### src/rtl/stx_pkg.sv
package stx_pkg;
    typedef enum logic [1:0] {
        ST_IDLE  = 2'd0,
        ST_START = 2'd1,
        ST_DATA  = 2'd2,
        ST_STOP  = 2'd3
    } stx_state_e;
endpackage

### src/rtl/stx_holdreg.sv
module stx_holdreg #(
    parameter int DATA_W = 8
) (
    input  logic              clk,
    input  logic              rst_n,
    input  logic              en,
    input  logic              wr_stb,
    input  logic [DATA_W-1:0] wr_data,
    input  logic              take,
    input  logic              first_bit,
    output logic              hold_full,
    output logic [DATA_W-1:0] hold_data,
    output logic              empty_flag
);
    logic en_q;

    always_ff @(posedge clk or negedge rst_n) begin
        if (!rst_n) begin
            en_q       <= 1'b0;
            hold_full  <= 1'b0;
            hold_data  <= '0;
            empty_flag <= 1'b0;
        end else if (!en) begin
            en_q       <= 1'b0;
            hold_full  <= 1'b0;
            empty_flag <= 1'b0;
        end else begin
            en_q <= 1'b1;
            if (wr_stb) begin
                hold_full <= 1'b1;
                hold_data <= wr_data;
            end else if (take) begin
                hold_full <= 1'b0;
            end
            if (wr_stb)
                empty_flag <= 1'b0;
            else if (!en_q)
                empty_flag <= 1'b1;
            else if (first_bit && !hold_full)
                empty_flag <= 1'b1;
        end
    end


    write_clears_empty_chk: assert property (@(posedge clk) disable iff (!rst_n)
        (en && wr_stb) |=> (!empty_flag && hold_full));


    enable_sets_empty_chk: assert property (@(posedge clk) disable iff (!rst_n)
        ($rose(en) && !wr_stb) |=> empty_flag);


    first_bit_sets_empty_chk: assert property (@(posedge clk) disable iff (!rst_n)
        (en && first_bit && !hold_full && !wr_stb) |=> empty_flag);
endmodule

### src/rtl/stx_shifter.sv
module stx_shifter
    import stx_pkg::*;
#(
    parameter int DATA_W = 8
) (
    input  logic              clk,
    input  logic              rst_n,
    input  logic              en,
    input  logic              bit_tick,
    input  logic              hold_full,
    input  logic [DATA_W-1:0] hold_data,
    output logic              take,
    output logic              first_bit,
    output logic              txd
);
    localparam int CNT_W = (DATA_W > 1) ? $clog2(DATA_W) : 1;
    localparam logic [CNT_W-1:0] LAST_BIT = CNT_W'(DATA_W - 1);

    stx_state_e        state_q, state_d;
    logic [DATA_W-1:0] shreg_q;
    logic [CNT_W-1:0]  cnt_q;
    logic              txd_q;

    assign take      = en && bit_tick && hold_full &&
                       ((state_q == ST_IDLE) || (state_q == ST_STOP));
    assign first_bit = en && bit_tick && (state_q == ST_DATA) && (cnt_q == '0);
    assign txd       = txd_q;

    // next-state logic
    always_comb begin
        state_d = state_q;
        if (!en) begin
            state_d = ST_IDLE;
        end else if (bit_tick) begin
            unique case (state_q)
                ST_IDLE:  state_d = hold_full ? ST_START : ST_IDLE;
                ST_START: state_d = ST_DATA;
                ST_DATA:  state_d = (cnt_q == LAST_BIT) ? ST_STOP : ST_DATA;
                ST_STOP:  state_d = hold_full ? ST_START : ST_IDLE;
                default:  state_d = ST_IDLE;
            endcase
        end
    end

    // state register
    always_ff @(posedge clk or negedge rst_n) begin
        if (!rst_n) state_q <= ST_IDLE;
        else        state_q <= state_d;
    end

    // line and shift register
    always_ff @(posedge clk or negedge rst_n) begin
        if (!rst_n) begin
            txd_q   <= 1'b1;
            shreg_q <= '0;
            cnt_q   <= '0;
        end else if (!en) begin
            txd_q   <= 1'b1;
            shreg_q <= '0;
            cnt_q   <= '0;
        end else if (bit_tick) begin
            unique case (state_q)
                ST_IDLE, ST_STOP: begin
                    if (hold_full) begin
                        shreg_q <= hold_data;
                        txd_q   <= 1'b0;
                    end else begin
                        txd_q   <= 1'b1;
                    end
                end
                ST_START: begin
                    txd_q   <= shreg_q[0];
                    shreg_q <= shreg_q >> 1;
                    cnt_q   <= '0;
                end
                ST_DATA: begin
                    if (cnt_q == LAST_BIT) begin
                        txd_q <= 1'b1;
                    end else begin
                        txd_q   <= shreg_q[0];
                        shreg_q <= shreg_q >> 1;
                        cnt_q   <= cnt_q + 1'b1;
                    end
                end
                default: txd_q <= 1'b1;
            endcase
        end
    end


    stop_bit_high_chk: assert property (@(posedge clk) disable iff (!rst_n)
        (en && bit_tick && state_q == ST_DATA && cnt_q == LAST_BIT) |=> txd);


    chain_start_low_chk: assert property (@(posedge clk) disable iff (!rst_n)
        (en && take) |=> (!txd && state_q == ST_START));
endmodule

### src/rtl/serial_tx_core.sv
module serial_tx_core #(
    parameter int DATA_W = 8
) (
    input  logic              clk,
    input  logic              rst_n,
    input  logic              en,
    input  logic              bit_tick,
    input  logic              wr_stb,
    input  logic [DATA_W-1:0] wr_data,
    output logic              txd,
    output logic              tx_empty,
    output logic              tx_irq
);
    logic              take;
    logic              first_bit;
    logic              hold_full;
    logic [DATA_W-1:0] hold_data;

    stx_holdreg #(.DATA_W(DATA_W)) u_hold (
        .clk        (clk),
        .rst_n      (rst_n),
        .en         (en),
        .wr_stb     (wr_stb),
        .wr_data    (wr_data),
        .take       (take),
        .first_bit  (first_bit),
        .hold_full  (hold_full),
        .hold_data  (hold_data),
        .empty_flag (tx_empty)
    );

    stx_shifter #(.DATA_W(DATA_W)) u_shift (
        .clk       (clk),
        .rst_n     (rst_n),
        .en        (en),
        .bit_tick  (bit_tick),
        .hold_full (hold_full),
        .hold_data (hold_data),
        .take      (take),
        .first_bit (first_bit),
        .txd       (txd)
    );

    assign tx_irq = en && tx_empty;


    disabled_idle_chk: assert property (@(posedge clk) disable iff (!rst_n)
        !en |=> (txd && !tx_empty));


    line_stable_chk: assert property (@(posedge clk) disable iff (!rst_n)
        (en && !bit_tick) |=> $stable(txd));


    irq_low_when_off_chk: assert property (@(posedge clk) disable iff (!rst_n)
        (!en || !tx_empty) |-> !tx_irq);
endmodule

### config.mk
export PLATFORM = sky130hd
export DESIGN_NAME = serial_tx_core
export DESIGN_NICKNAME = d
export VERILOG_FILES = /design/src/rtl/stx_pkg.sv /design/src/rtl/stx_holdreg.sv /design/src/rtl/stx_shifter.sv /design/src/rtl/serial_tx_core.sv
export SDC_FILE = /design/constraint.sdc
export NUM_CORES = 1
export LEC_CHECK = 0
export BUFFER_PORTS_ARGS = -buffer_cell sky130_fd_sc_hd__buf_2
export CELL_PAD_IN_SITES_DETAIL_PLACEMENT = 2
export CELL_PAD_IN_SITES_GLOBAL_PLACEMENT = 2
export CORE_ASPECT_RATIO = 1.1
export CORE_MARGIN = 2
export CORE_UTILIZATION = 37
export CTS_CLUSTER_DIAMETER = 50
export CTS_CLUSTER_SIZE = 12
export DETAILED_ROUTE_END_ITERATION = 16
export PLACE_DENSITY = 0.8
export SLEW_MARGIN = 10
export SYNTH_ARGS = -nofsm -noshare
export SYNTH_HDL_FRONTEND = slang
export SYNTH_SLANG_ARGS = --single-unit
### constraint.sdc
create_clock -name clk -period 1.7 [get_ports clk]
set_input_delay 0 -clock clk [delete_from_list [all_inputs] [get_ports clk]]
set_output_delay 0 -clock clk [all_outputs]
set_load 0.05 [all_outputs]
==> out/summary.json, run 1 <==
{
  "run_status": "completed",
  "synth.area.mux_share_pct": 16.9,
  "ys_ff_latch": 25,
  "ctsRootBufferMaster": "sky130_fd_sc_hd__clkbuf_4",
  "cts_tree": "yes",
  "power_switching_share_pct": 27.8,
  "routed_wl_mm": 2.85,
  "worstSetupPathType": "reg2reg",
  "synth_area_leader_cell": "sky130_fd_sc_hd__dfrtp_1",
  "worstHoldStart": "bit_tick",
  "cts_sink_count": 25,
  "synth-main-ff-cell": "sky130_fd_sc_hd__dfrtp_1",
  "fp.dieW_microns": 59.3,
  "initial_antenna_violation_count": 0,
  "hold_path_end": "u_shift.txd$_DFFE_PN1P_",
  "timing.rr.start": "u_shift.cnt_q[0]$_DFFE_PN0P_",
  "worst-r2r-setup-slack_ns": 0.12,
  "reg2reg_end": "u_shift.shreg_q[7]$_DFFE_PN0P_",
  "maxSlewHeadroom_pct": 62.3,
  "fp.dieH_microns": 64.8,
  "cts-root-to-sink-buffers": 2,
  "fin_total_pwr_uw": 1180,
  "synth.area.top_cells": "sky130_fd_sc_hd__dfrtp_1, sky130_fd_sc_hd__mux2i_1, sky130_fd_sc_hd__mux2_2, sky130_fd_sc_hd__ha_1, sky130_fd_sc_hd__a211oi_1",
  "critical_path_end_type": "flip-flop",
  "max_cap_check_violation_count": 0,
  "timing.final.ws_setup_ns": 0.120,
  "synth_largest_type_area_fraction_pct": 48.3,
  "yosys.area_share.simple_pct": 9.06,
  "drt-pass1-iter-count": 4,
  "total_routing_usage_gr_pct": 17.1,
  "synth-edff-count": 0,
  "initialDrtViolationCount": 13,
  "sequential_cell_area_sq_um": 627,
  "gpl.final_weighted_congestion": 0.747,
  "ys_async_sr_fraction_pct": 100,
  "report.final.setup_viol": 0,
  "r2r.worst_path.cells": 5,
  "route.detailed.wl_per_inst_microns": 16.8,
  "layout-area-overhead-vs-synth_pct": 19.2,
  "worst_setup_hold_path_clk_slew_ns": 0.13,
  "share_clk_of_total_power_pct": 22.3,
  "syn-mean-instance-area_sq_um": 11.5,
  "post_synth_num_cell_types": 29,
  "grt_pass1_wl_mm": 4.97,
  "worstPathArrival_ns": 1.83,
  "power_leakage_uw": 0.000700,
  "io_pins": 16,
  "cts_buffers": 3,
  "portBuffers": 15,
  "via_count": 905,
  "fp.dieArea_sq_um": 3840,
  "cellPowerDensity_nw_per_um2": 796,
  "vias_per_cell": 5.36,
  "synth_top_family_by_area": "multiplexers",
  "count_of_antenna_violating_nets_left_after_detailed_routing": 0,
  "final_min_period_over_clock_period_pct": 93.0,
  "pin_count_of_the_biggest_net_entering_global_routing": 26,
  "dp_worst_setup_slack_ns": 0.0454,
  "power.ir.vdd_worst_uv": 498,
  "multi_input_comb_area_sq_um": 562,
  "hp-class": "in2reg",
  "switching_power_uw": 328,
  "critical_path.max_fanout": 8,
  "crit_path_required_time_ns": 1.95,
  "clock_insertion_delay_worst_skew_ns": 0.31,
  "timing.final.max_slew_violations": 0,
  "period_minus_slack_ns": 1.58,
  "synth.cell_area_sq_um": 1240,
  "syn-instance-count": 108,
  "cp-startpoint": "u_shift.cnt_q[0]$_DFFE_PN0P_",
  "internal_power_uw": 851,
  "hold_depth": 3,
  "tightest_slew_ns": 0.566,
  "dp.cells": 154,
  "ys_warn_count": 0,
  "grt.overflow.total": 0,
  "setup.worst_path.start_class": "flip-flop",
  "ys_seq_area_share_pct": 50.5,
  "num_rows": 22,
  "place_hpwl_mm": 2.00,
  "coreArea_sq_um": 3280,
  "final_cell_count_no_fill": 169,
  "detail_route.drc_violations": 0,
  "postCtsSetupBuffers": 0,
  "clock-skew-final_ns": 0.00455,
  "synth_compound_gate_area_share_pct": 13.2,
  "antenna_cells_inserted": 0,
  "grt_pass1_vias": 1012,
  "yosys.area_share.adder_pct": 5.04,
  "cts_max_level": 1,
  "finish.net_count": 152,
  "starting_density_pct": 37.9,
  "post_route_cells_drive_above_1_share_pct": 27.1,
  "mappedNetlistNets": 126,
  "synth-xor-area-share_pct": 0,
  "clock.fmax_mhz": 633,
  "layout.filler_cells": 322,
  "power.share.combinational_pct": 20.1,
  "final_hold_violating_endpoints": 0,
  "seq_power_share_pct": 57.6
}
-- per-layer routing --
metal | global-route usage [%] | wire length, microns | vias up | share of wire (%)
li1 | - | - | 430 | -
met1 | 21.2 | 1210 | 462 | 42
met5 | 0 | 0 | - | 0
met2 | 30.2 | 1570 | 9 | 55
met4 | 5.68 | 33 | 0 | 1.2
met3 | 1.80 | 36 | 4 | 1.3
-- what timing repair did --
| action | CTS | global route |
|---|---|---|
| endpoints found under the hold margin | 35 | 0 |
| pin swaps | 0 | 2 |
| hold buffers | 11 | 0 |
| resized for setup | 1 | 5 |
| setup endpoints to repair | 1 | 10 |
-- layout by cell type (no fill, tap or decap), drive strengths merged, types with 2 or more instances in the layout --
cell type,instances
buf,15
nor2,6
clkbuf,5
nor2b,2
inv,5
a211oi,7
dfrtp,24
o21ai,2
a21oi,9
nand2,6
mux2,8
and2,2
mux2i,12
nand3,4
dlygate4sd3,11
ha,5
-- synth_stat cells, types with 2 or more instances --
cell type	n
sky130_fd_sc_hd__a211oi_1	7
sky130_fd_sc_hd__a21oi_1	9
sky130_fd_sc_hd__buf_2	2
sky130_fd_sc_hd__buf_6	2
sky130_fd_sc_hd__dfrtp_1	24
sky130_fd_sc_hd__ha_1	5
sky130_fd_sc_hd__inv_1	5
sky130_fd_sc_hd__mux2_2	8
sky130_fd_sc_hd__mux2i_1	12
sky130_fd_sc_hd__nand2_1	6
sky130_fd_sc_hd__nand3_1	4
sky130_fd_sc_hd__nor2_1	6
sky130_fd_sc_hd__nor2b_1	2
-- state kept, by name, summed over array words and instances, names as in the netlist --
name and count:
u_hold.hold_full 1, u_shift.state_q 2, u_hold.empty_flag 1, u_shift.cnt_q 3
u_hold.hold_data 8, u_shift.txd 1, u_hold.en_q 1, u_shift.shreg_q 8
-- area by class of cell --
cell class	count	area share [%]
Multi-Input combinational cell	71	37.9
Clock buffer	4	1.77
Sequential cell	25	42.3
Tap cell	36	3.04
Inverter	6	1.77
Timing Repair Buffer	27	13.2
-- power groups by stage --
stage          combinational (uW)  clock [uW]  sequential (uW)
3_3_place_gp                  202           0              688
2_1_floorplan                 150           0              690
3_5_place_dp                  212           0              691
5_1_grt                       264         299              685
4_1_cts                       234         280              680
6_report                      237         262              679
-- how the worst max path moves through the flow --
stage	slack [ns]	end	cells past startpoint
2_1_floorplan	0.16	u_shift.shreg_q[7]$_DFFE_PN0P_	6
3_3_place_gp	0.13	u_shift.shreg_q[7]$_DFFE_PN0P_	5
3_5_place_dp	0.05	u_shift.shreg_q[1]$_DFFE_PN0P_	5
4_1_cts	0.01	u_shift.shreg_q[1]$_DFFE_PN0P_	5
5_1_grt	-0.0004	u_shift.shreg_q[1]$_DFFE_PN0P_	5
6_report	0.12	u_shift.shreg_q[7]$_DFFE_PN0P_	5
-- cell families (layout without fill, tap and decap cells) --
| kind of cell | count (synthesis) | after routing |
|---|---|---|
| adders and majority gates | 5 | 5 |
| buffers and inverters | 12 | 37 |
| AOI/OAI and AO/OA | 23 | 23 |
| muxes | 20 | 20 |
| and+or+nand+nor | 23 | 23 |
| DFF | 25 | 25 |
-- stage by stage --
stage / cell area (sq um) / hold slack [ns] / TNS [ns] / utilization [%]
after detailed placement: 1330 / 0.0353 / 0 / 40.5
after CTS: 1470 / 0.0323 / 0 / 44.7
after floorplan: 1240 / -0.296 / 0 / -
after global routing: 1480 / 0.0852 / -0.000381 / 45.2
final: 1480 / 0.0440 / 0 / 45.2
after global placement: 1330 / 0.0230 / 0 / 40.5
-- critical path: stages, from the launching register on --
cell                       delay [ns]
sky130_fd_sc_hd__dfrtp_1         0.42
sky130_fd_sc_hd__ha_1            0.21
sky130_fd_sc_hd__ha_2            0.21
sky130_fd_sc_hd__a21boi_4        0.24
sky130_fd_sc_hd__and2_4          0.25
sky130_fd_sc_hd__mux2i_1         0.18
Power figures use the tool's default switching activity.
==> run 2, diff against run 1 <==
- CTS_CLUSTER_SIZE: 12 -> default
- HOLD_SLACK_MARGIN: default -> 0.06
- SYNTH_HIERARCHICAL: default -> 1
==> run 2 against run 1 <==
Effect of this change:
- power grew 1.9%
- largest power group unchanged
- clock power grew 3%
- non-clock buffer count grew 4
- via count grew 4.2%
- sequential cell count is the same
- core utilization grew 1.7 points
- area after synthesis grew 4.1%
- global-route usage grew 1.6 points
- maximum frequency shrank 1.6%
- critical path depth grew 1
- wire length grew 8.5%
==> out/summary.json, run 2 <==
{
  "synth-edff-count": 0,
  "hold_path_end": "u_shift/cnt_q[2]$_DFFE_PN0P_",
  "ys_warn_count": 6,
  "finish.net_count": 160,
  "detail_route.drc_violations": 0,
  "synth.cell_area_sq_um": 1290,
  "worstPathArrival_ns": 1.82,
  "io_pins": 16,
  "ctsRootBufferMaster": "sky130_fd_sc_hd__clkbuf_4",
  "vias_per_cell": 5.02,
  "syn-instance-count": 112,
  "rsz0062_at_grt": "no",
  "initial_antenna_violation_count": 0,
  "crit_path_required_time_ns": 1.91,
  "final_hold_violating_endpoints": 0,
  "most_frequent_standard_cell_in_the_layout_excluding_fill_and_tap_cells": "sky130_fd_sc_hd__dfrtp_1",
  "critical_path.max_fanout": 7,
  "synthTopCellsByCount": "sky130_fd_sc_hd__dfrtp_1, sky130_fd_sc_hd__mux2i_1, sky130_fd_sc_hd__mux2_2, sky130_fd_sc_hd__nand2_1",
  "run_status": "completed",
  "grt_util_met3_pct": 1.76,
  "timing.setup.tns_ns": 0,
  "grt_pass1_wl_mm": 5.49,
  "place_hpwl_mm": 2.13,
  "pin_count_of_the_biggest_net_entering_global_routing": 26,
  "fp.dieW_microns": 60.4,
  "initialDrtViolationCount": 18,
  "layout.filler_cells": 345,
  "worstHoldStart": "bit_tick",
  "fp.dieH_microns": 66.0,
  "final_cell_mix": "sky130_fd_sc_hd__dfrtp_1, sky130_fd_sc_hd__buf_2, sky130_fd_sc_hd__mux2i_1",
  "reg2reg_end": "u_shift/shreg_q[5]$_DFFE_PN0P_",
  "mappedNetlistNets": 131,
  "cts_sink_count": 25,
  "final_min_period_over_clock_period_pct": 94.5,
  "synth.most_common_cell": "sky130_fd_sc_hd__dfrtp_1",
  "period_minus_slack_ns": 1.61,
  "cts_tree": "yes",
  "clock.fmax_mhz": 623,
  "synth.area.top_cells": "sky130_fd_sc_hd__dfrtp_1, sky130_fd_sc_hd__mux2i_1, sky130_fd_sc_hd__mux2_2, sky130_fd_sc_hd__ha_1, sky130_fd_sc_hd__o211a_1",
  "power.ir.vdd_worst_uv": 413,
  "coreArea_sq_um": 3330,
  "drt-pass1-iter-count": 4,
  "power_leakage_uw": 0.000824,
  "largestRegisters": "u_hold/hold_data x8, u_shift/shreg_q x8, u_shift/cnt_q x3",
  "via_count": 943,
  "finish.utilization_pct": 47.0,
  "post_route_cells_drive_above_1_share_pct": 27.9,
  "synth_largest_type_area_fraction_pct": 46.4,
  "maxSlewHeadroom_pct": 62.3,
  "count_of_antenna_violating_nets_left_after_detailed_routing": 0,
  "worstSetupPathType": "reg2reg",
  "max_cap_check_violation_count": 0,
  "grt.overflow.total": 0,
  "total_routing_usage_gr_pct": 18.7,
  "tightest_slew_ns": 0.566,
  "worst-r2r-setup-slack_ns": 0.09,
  "worst_setup_hold_path_clk_slew_ns": 0.15,
  "clock_insertion_delay_worst_skew_ns": 0.32,
  "timing.final.ws_setup_ns": 0.0937,
  "starting_density_pct": 38.8,
  "synth_area_leader_cell": "sky130_fd_sc_hd__dfrtp_1",
  "hp-class": "in2reg",
  "routed_wl_mm": 3.09,
  "ys_async_sr_fraction_pct": 100,
  "post_synth_num_cell_types": 30,
  "fin_total_pwr_uw": 1200,
  "cts_max_level": 1,
  "portBuffers": 15,
  "r2r.worst_path.cells": 6,
  "gpl.final_weighted_congestion": 0.714,
  "ys_ff_latch": 25,
  "ys_seq_area_share_pct": 48.5,
  "timing.final.max_slew_violations": 0,
  "cts_buffers": 3,
  "antenna_cells_inserted": 0,
  "hold_depth": 3,
  "grt_most_used_layer": "met2",
  "report.final.setup_viol": 0,
  "num_rows": 22,
  "setup.worst_path.start_class": "flip-flop",
  "dp_worst_setup_slack_ns": 0.139,
  "synth-main-ff-cell": "sky130_fd_sc_hd__dfrtp_1",
  "grt_pass1_vias": 1092,
  "timing.rr.start": "u_shift/state_q[0]$_DFFE_PN0P_",
  "global_route.usage.met2_pct": 31.7,
  "critical_path_end_type": "flip-flop",
  "clock-skew-final_ns": 0.0201,
  "layout-area-overhead-vs-synth_pct": 20.9,
  "route.detailed.wl_per_inst_microns": 16.4,
  "cts-root-to-sink-buffers": 2,
  "use_met1_pct": 25.3,
  "postCtsSetupBuffers": 0,
  "cellPowerDensity_nw_per_um2": 768,
  "fp.dieArea_sq_um": 3990,
  "syn-mean-instance-area_sq_um": 11.6
}
==> run 2: repair_timing <==
item | CTS | global route
setup endpoints to repair | 0 | 2
gates resized for setup | 0 | 1
hold buffers | 11 | 0
hold endpoints to repair | 43 | 0
==> run 2: layout make-up <==
cell class,count,area [sq um],share of cell area [%]
clock buffer,3,22.5,1.44
clock inverter,1,5.00,0.320
inverter,7,26.3,1.68
multi-input combinational,73,601,38.4
sequential,25,627,40.1
tap,48,60.1,3.84
timing repair buffer,31,223,14.2
==> run 2: worst max path at each step <==
stage / startpoint / endpoint / slack [ns] / cells after the start
6_report: u_shift/state_q[0]$_DFFE_PN0P_ / u_shift/shreg_q[5]$_DFFE_PN0P_ / 0.09 / 6
5_1_grt: u_shift/state_q[0]$_DFFE_PN0P_ / u_shift/shreg_q[5]$_DFFE_PN0P_ / 0.01 / 6
4_1_cts: u_shift/state_q[0]$_DFFE_PN0P_ / u_shift/shreg_q[5]$_DFFE_PN0P_ / 0.09 / 6
3_5_place_dp: u_shift/state_q[0]$_DFFE_PN0P_ / u_shift/shreg_q[5]$_DFFE_PN0P_ / 0.14 / 6
3_3_place_gp: u_shift/state_q[0]$_DFFE_PN0P_ / u_shift/shreg_q[7]$_DFFE_PN0P_ / 0.24 / 5
2_1_floorplan: u_shift/state_q[0]$_DFFE_PN0P_ / u_shift/shreg_q[0]$_DFFE_PN0P_ / 0.16 / 7
==> run 2: cells by family (layout without fill, tap and decap cells) <==
kind of cell,after synthesis,in the layout,synth area share (%)
AND/OR/NAND/NOR,32,32,14.0
flip-flops,25,25,48.5
multiplexers,20,20,16.2
AO/OA/AOI/OAI,15,15,10.2
buffers and inverters,14,42,5.32
adder cells (fa/ha/maj),6,6,5.80
==> run 2: critical path, cell delays in order, from the launching register on <==
cell                      delay [ns]
sky130_fd_sc_hd__dfrtp_1        0.43
sky130_fd_sc_hd__inv_1          0.06
sky130_fd_sc_hd__ha_2           0.34
sky130_fd_sc_hd__buf_4          0.17
sky130_fd_sc_hd__mux2i_1        0.23
sky130_fd_sc_hd__nand4_1        0.12
sky130_fd_sc_hd__o211a_1        0.15
==> run 2: layer usage <==
layer / up-vias / routed length [microns]
met1: 479 / 1370
met2: 9 / 1650
met5: - / 0
li1: 453 / -
met3: 2 / 45
met4: 0 / 23
==> run 2: where the power goes <==
part           switching (uW)  internal, uW
clock                     181          87.9
combinational             126           123
sequential               33.3           649
==> run 2: through the flow <==
stage               hold WS, ns  std cells  instance area, sq um
finish                    0.113        188                  1560
global route              0.132        188                  1560
CTS                       0.112        188                  1560
detailed placement       0.0368        173                  1420
global placement         0.0291        173                  1420
floorplan                -0.296        112                  1290
